## config.mk

```make
export PLATFORM = sky130hd
export DESIGN_NAME = fpa_frame_aligner
export DESIGN_NICKNAME = d
export VERILOG_FILES = /design/src/rtl/fpa_pkg.sv /design/src/rtl/fpa_offset_calc.sv /design/src/rtl/fpa_start_timer.sv /design/src/rtl/fpa_pos_counter.sv /design/src/rtl/fpa_frame_aligner.sv
export SDC_FILE = /design/constraint.sdc
export NUM_CORES = 1
export LEC_CHECK = 0
export ABC_AREA = 1
export BUFFER_PORTS_ARGS = -buffer_cell sky130_fd_sc_hd__buf_2
export CORE_MARGIN = 8
export CORE_UTILIZATION = 29
export CTS_CLUSTER_SIZE = 10
export DETAILED_ROUTE_END_ITERATION = 8
export PLACE_DENSITY = 0.53
export SETUP_SLACK_MARGIN = 0.3
export SLEW_MARGIN = 20
export SYNTH_ARGS = -nofsm -noshare
export SYNTH_HDL_FRONTEND = slang
export SYNTH_HIERARCHICAL = 1
export SYNTH_SLANG_ARGS = --single-unit
```

## constraint.sdc

```tcl
create_clock -name clk -period 3.7 [get_ports clk]
set_input_delay 0.37 -clock clk [delete_from_list [all_inputs] [get_ports clk]]
set_output_delay 0.37 -clock clk [all_outputs]
set_load 0.005 [all_outputs]
```

## src/rtl/fpa_pkg.sv

```systemverilog
package fpa_pkg;
  localparam int unsigned EDGES_PER_BIT = 2;
  localparam int unsigned BITS_PER_SLOT = 8;
  localparam int unsigned EDGES_PER_SLOT = EDGES_PER_BIT * BITS_PER_SLOT;
  localparam int unsigned MODE_EXTRA = 2;
endpackage

```

## src/rtl/fpa_offset_calc.sv

```systemverilog
module fpa_offset_calc #(
  parameter int TS_W   = 7,
  parameter int BOFF_W = 3,
  parameter int DLY_W  = TS_W + 5
) (
  input  logic [TS_W-1:0]   ts_off,
  input  logic              boff_en,
  input  logic [BOFF_W-1:0] boff,
  input  logic              fp_edge_sel,
  input  logic              data_edge_sel,
  input  logic              fp_mode,
  input  logic              dbl_clk,
  output logic [DLY_W-1:0]  dly
);
  import fpa_pkg::*;

  logic [DLY_W-1:0] bit_part;
  logic [DLY_W-1:0] slot_part;
  logic [DLY_W-1:0] base_edges;

  always_comb begin
    base_edges = (fp_edge_sel == data_edge_sel) ? DLY_W'(2) : DLY_W'(1);
    bit_part   = '0;
    if (boff_en && !dbl_clk) begin
      bit_part = base_edges + DLY_W'(boff) * DLY_W'(EDGES_PER_BIT);
      if (fp_mode) bit_part = bit_part + DLY_W'(MODE_EXTRA);
    end
    slot_part = DLY_W'(ts_off) * DLY_W'(EDGES_PER_SLOT);
    dly       = slot_part + bit_part;
  end
endmodule

```

## src/rtl/fpa_start_timer.sv

```systemverilog
module fpa_start_timer #(
  parameter int DLY_W = 12
) (
  input  logic             clk,
  input  logic             rst,
  input  logic             fp_in,
  input  logic [DLY_W-1:0] dly,
  output logic             start_next,
  output logic             frame_start
);
  logic             fp_q;
  logic             busy;
  logic [DLY_W-1:0] cnt;
  logic             fp_rise;

  assign fp_rise    = fp_in && !fp_q;
  assign start_next = fp_rise ? (dly == '0) : (busy && cnt == DLY_W'(1));

  always_ff @(posedge clk) begin
    if (rst) begin
      fp_q        <= 1'b0;
      busy        <= 1'b0;
      cnt         <= '0;
      frame_start <= 1'b0;
    end else begin
      fp_q        <= fp_in;
      frame_start <= start_next;
      if (fp_rise) begin
        cnt  <= dly;
        busy <= (dly != '0);
      end else if (busy) begin
        cnt <= cnt - DLY_W'(1);
        if (cnt == DLY_W'(1)) busy <= 1'b0;
      end
    end
  end
endmodule

```

## src/rtl/fpa_pos_counter.sv

```systemverilog
module fpa_pos_counter #(
  parameter int SLOTS  = 32,
  parameter int SLOT_W = $clog2(SLOTS)
) (
  input  logic              clk,
  input  logic              rst,
  input  logic              restart,
  output logic              edge_phase,
  output logic [2:0]        bit_idx,
  output logic [SLOT_W-1:0] slot_idx
);
  always_ff @(posedge clk) begin
    if (rst || restart) begin
      edge_phase <= 1'b0;
      bit_idx    <= '0;
      slot_idx   <= '0;
    end else begin
      edge_phase <= ~edge_phase;
      if (edge_phase) begin
        bit_idx <= bit_idx + 3'd1;
        if (bit_idx == 3'd7) begin
          if (slot_idx == SLOT_W'(SLOTS - 1)) slot_idx <= '0;
          else slot_idx <= slot_idx + SLOT_W'(1);
        end
      end
    end
  end
endmodule

```

## src/rtl/fpa_frame_aligner.sv

```systemverilog
module fpa_frame_aligner #(
  parameter int TS_W   = 7,
  parameter int BOFF_W = 3,
  parameter int SLOTS  = 32,
  localparam int DLY_W  = TS_W + 5,
  localparam int SLOT_W = $clog2(SLOTS)
) (
  input  logic              clk,
  input  logic              rst,
  input  logic              fp_in,
  input  logic [TS_W-1:0]   ts_off,
  input  logic              boff_en,
  input  logic [BOFF_W-1:0] boff,
  input  logic              fp_edge_sel,
  input  logic              data_edge_sel,
  input  logic              fp_mode,
  input  logic              dbl_clk,
  output logic              frame_start,
  output logic              edge_phase,
  output logic [2:0]        bit_idx,
  output logic [SLOT_W-1:0] slot_idx
);
  logic [DLY_W-1:0] dly;
  logic             start_next;

  fpa_offset_calc #(.TS_W(TS_W), .BOFF_W(BOFF_W), .DLY_W(DLY_W)) u_calc (
    .ts_off(ts_off), .boff_en(boff_en), .boff(boff),
    .fp_edge_sel(fp_edge_sel), .data_edge_sel(data_edge_sel),
    .fp_mode(fp_mode), .dbl_clk(dbl_clk), .dly(dly)
  );

  fpa_start_timer #(.DLY_W(DLY_W)) u_timer (
    .clk(clk), .rst(rst), .fp_in(fp_in), .dly(dly),
    .start_next(start_next), .frame_start(frame_start)
  );

  fpa_pos_counter #(.SLOTS(SLOTS), .SLOT_W(SLOT_W)) u_pos (
    .clk(clk), .rst(rst), .restart(start_next),
    .edge_phase(edge_phase), .bit_idx(bit_idx), .slot_idx(slot_idx)
  );
endmodule

```

==> run metrics <==
number of synthesized flops with an enable pin=0; sequential fraction of the synthesis area=0.266; ys flop type=dfxtp_1; crit-path max FO=4; total track usage=0.0955; distinct cell type count of the synthesized netlist=30; CP required=3.87 ns; RD Place Congestion=0.768; syn_nets=310; Final min period=3.05 ns; placed inst area=2020 um2; DRC Markers=0; Max Cap Viol=0; Post-CTS Setup Bufs=0; CP top delay family=simple AND/OR/NAND/NOR gates; Iter 0 DRT Violations=113; Die Ht=94.9 um; Buf/Inv on CP=5; Tcrit/Tclk final=0.824; worst hold stages=3; critical path arrival=3.22 ns; Site Rows=28; maximum vdd drop=0.000160 V; r2r setup slk=2.04 ns; largest net degree at the start of global routing=16; clk_lat worst skew=0.27 ns; Die Width=94.9 um; Final Hold Fails=0; CP endpoint kind=register; Final Cell Area=2120 um2; die area=9010 um2; initial antenna violation count=0; post-synthesis register bit count=24; vias in the first global route=1,599; Vias/cell=4.53; number of I/O pins=28; Initial Utilization=0.303; core area=5960 um2; drt first pass iters=4; Total Wirelength=4150 um; CP max stage delay=0.37 ns; worst setup path category=in -> reg; max_slew headroom=0.710; final setup violation count=0; Num Clock Sinks=24; CTS hold repair buffers=0; Lkg Pwr=0.00107 uW; clk slew on worst S/H paths=0.09 ns; Port Buffers=27; status=finished, final reports clean; Peak Freq=0.328 GHz; Setup Skew=0.00314 ns; fin. max-slew vios=0; HPWL after detailed placement=3390 um; Syn Inst Count=280; ANT nets after route=0; Hold EP=u_timer/fp_q; CP max-delay cell=fa_2; Post-Route Setup TNS=0 ns; cell mode on critical path=inv_1; FF-to-FF path depth=11; worst hold-check path type=in -> reg; # diodes=0; WL per Instance=10.8 um; CTS tree=built; Startpoint Class=input pin; worst-margin pin slew=0.434 ns; Layout Nets=340; hold wc startpoint=fp_in; Mean Syn Cell Area=6.45 um2; H-tree depth=1; origin of the critical flop-to-flop path=u_timer/fp_q; Mapped Area=1810 um2; warnings from Yosys=6; reg-to-reg endpoint=u_pos/slot_idx[3]; first-pass GRT wire length=7120 um; CTS Buf Count=3; via count=1,740; unrepaired setup endpoints after global routing=no; area delta synth->final=17.2%; proportion of layout cells with a drive suffix above 1=0.220; Clock Tree Buf Depth=2; PwrDens=344 nW/um2; fraction of registers with async set/reset=0; remaining global-route overflow=0; Root Driver=clkbuf_8; WP depth=25
-- cells by family after synthesis --
group                      after synthesis  share of synthesized area
buffers and inverters                   57                      0.125
DFF                                     24                      0.266
AOI/OAI and AO/OA                       37                      0.123
adders and majority gates               12                     0.0873
xor gates and xnor gates                 5                     0.0242
and+or+nand+nor                        145                      0.375
-- cell usage in the layout, fill, tap and decap left out --
cell | Yosys | routed
nand2_1 | 64 | 61
inv_1 | 47 | 47
nor2_1 | 35 | 34
buf_2 | 0 | 27
dfxtp_1 | 24 | 24
nand3_1 | 18 | 18
o21ai_0 | 11 | 11
ha_1 | 11 | 11
a21oi_1 | 9 | 9
nand2_2 | 5 | 8
nor2_4 | 6 | 7
nor3_1 | 6 | 6
inv_2 | 6 | 6
o22ai_1 | 6 | 6
nor2_2 | 4 | 4
xnor2_1 | 5 | 4
clkbuf_8 | 0 | 3
nand4_1 | 3 | 3
a21oi_2 | 3 | 3
a31oi_1 | 3 | 3
nand2_4 | 2 | 2
nand3_2 | 2 | 2
bufinv_16 | 0 | 1
xnor2_2 | 0 | 1
fa_2 | 0 | 1
o21bai_2 | 1 | 1
clkinv_2 | 1 | 1
inv_4 | 1 | 1
a211oi_1 | 1 | 1
o21ai_1 | 1 | 1
o221ai_1 | 1 | 1
o21bai_1 | 1 | 1
-- metrics by stage --
| stage | setup WS (ns) | utilization | power, uW | std cells | hold slack [ns] |
|---|---|---|---|---|---|
| 3_3_place_gp | 0.254 | 0.339 | 500 | 380 | 0.488 |
| 2_1_floorplan | 0.635 | - | 449 | 280 | 0.439 |
| 5_1_grt | 0.291 | 0.355 | 780 | 384 | 0.314 |
| 4_1_cts | 0.442 | 0.351 | 736 | 384 | 0.304 |
| 3_5_place_dp | 0.181 | 0.339 | 502 | 380 | 0.496 |
| 6_report | 0.651 | 0.355 | 729 | 384 | 0.312 |
-- cell usage after synthesis, types with 2 or more instances --
cell type / instances / area, um2
nor2_2: 4 / 25.0
nand2_1: 64 / 240
ha_1: 11 / 138
nand2_2: 5 / 31.3
inv_2: 6 / 22.5
a21oi_1: 9 / 45.0
nor2_4: 6 / 67.6
o22ai_1: 6 / 37.5
nor2_1: 35 / 131
a21oi_2: 3 / 26.3
a31oi_1: 3 / 18.8
nand3_1: 18 / 90.1
nand4_1: 3 / 18.8
xnor2_1: 5 / 43.8
dfxtp_1: 24 / 480
nand3_2: 2 / 20.0
o21ai_0: 11 / 55.1
nand2_4: 2 / 22.5
inv_1: 47 / 176
nor3_1: 6 / 30.0
-- metal layers --
| layer | wire, um | global-route usage | up-vias |
|---|---|---|---|
| met5 | 0 | 0 | - |
| met4 | 10 | 0.0143 | 0 |
| met3 | 239 | 0.0222 | 2 |
| met2 | 1890 | 0.160 | 28 |
| met1 | 2010 | 0.124 | 767 |
| li1 | - | - | 943 |
-- layout make-up --
class / instances / area [um2]
Multi-Input combinational cell: 199 / 1130
Fill cell: 677 / 3840
Inverter: 55 / 210
Clock inverter: 1 / 30.0
Tap cell: 75 / 93.8
Sequential cell: 24 / 480
Clock buffer: 3 / 41.3
Timing Repair Buffer: 27 / 135
-- flip-flops by register name, summed over array words and instances, names as in the netlist --
| name | cells |
|---|---|
| u_timer/frame_start | 1 |
| u_timer/busy | 1 |
| u_timer/cnt | 12 |
| u_timer/fp_q | 1 |
| u_pos/slot_idx | 5 |
| u_pos/edge_phase | 1 |
| u_pos/bit_idx | 3 |
-- worst max-delay path by stage --
stage | slack, ns | to | startpoint
2_1_floorplan | 0.63 | u_pos/slot_idx[0] | fp_edge_sel
3_3_place_gp | 0.25 | u_pos/slot_idx[3] | data_edge_sel
3_5_place_dp | 0.18 | u_pos/slot_idx[3] | data_edge_sel
6_report | 0.65 | u_pos/slot_idx[3] | data_edge_sel
5_1_grt | 0.29 | u_pos/slot_idx[3] | data_edge_sel
4_1_cts | 0.44 | u_pos/slot_idx[3] | data_edge_sel
-- worst min-delay path, cell delays in order --
cell    delay [ns]
buf_2         0.10
inv_1         0.04
nor2_1        0.03
-- report_power, final --
part           total (uW)  internal, uW  switching, uW  leakage [uW]
clock network         231           145           86.3     0.0000357
logic                 205          76.4            129      0.000836
registers             293           275           17.4      0.000197
total                 729           496            232       0.00107
-- timing repair --
item / CTS / global route
endpoints found under the hold margin: 0 / 0
endpoints found under the setup margin: 0 / 7
resized for setup: 0 / 7
Note: power is estimated with default switching activity, not from simulation.
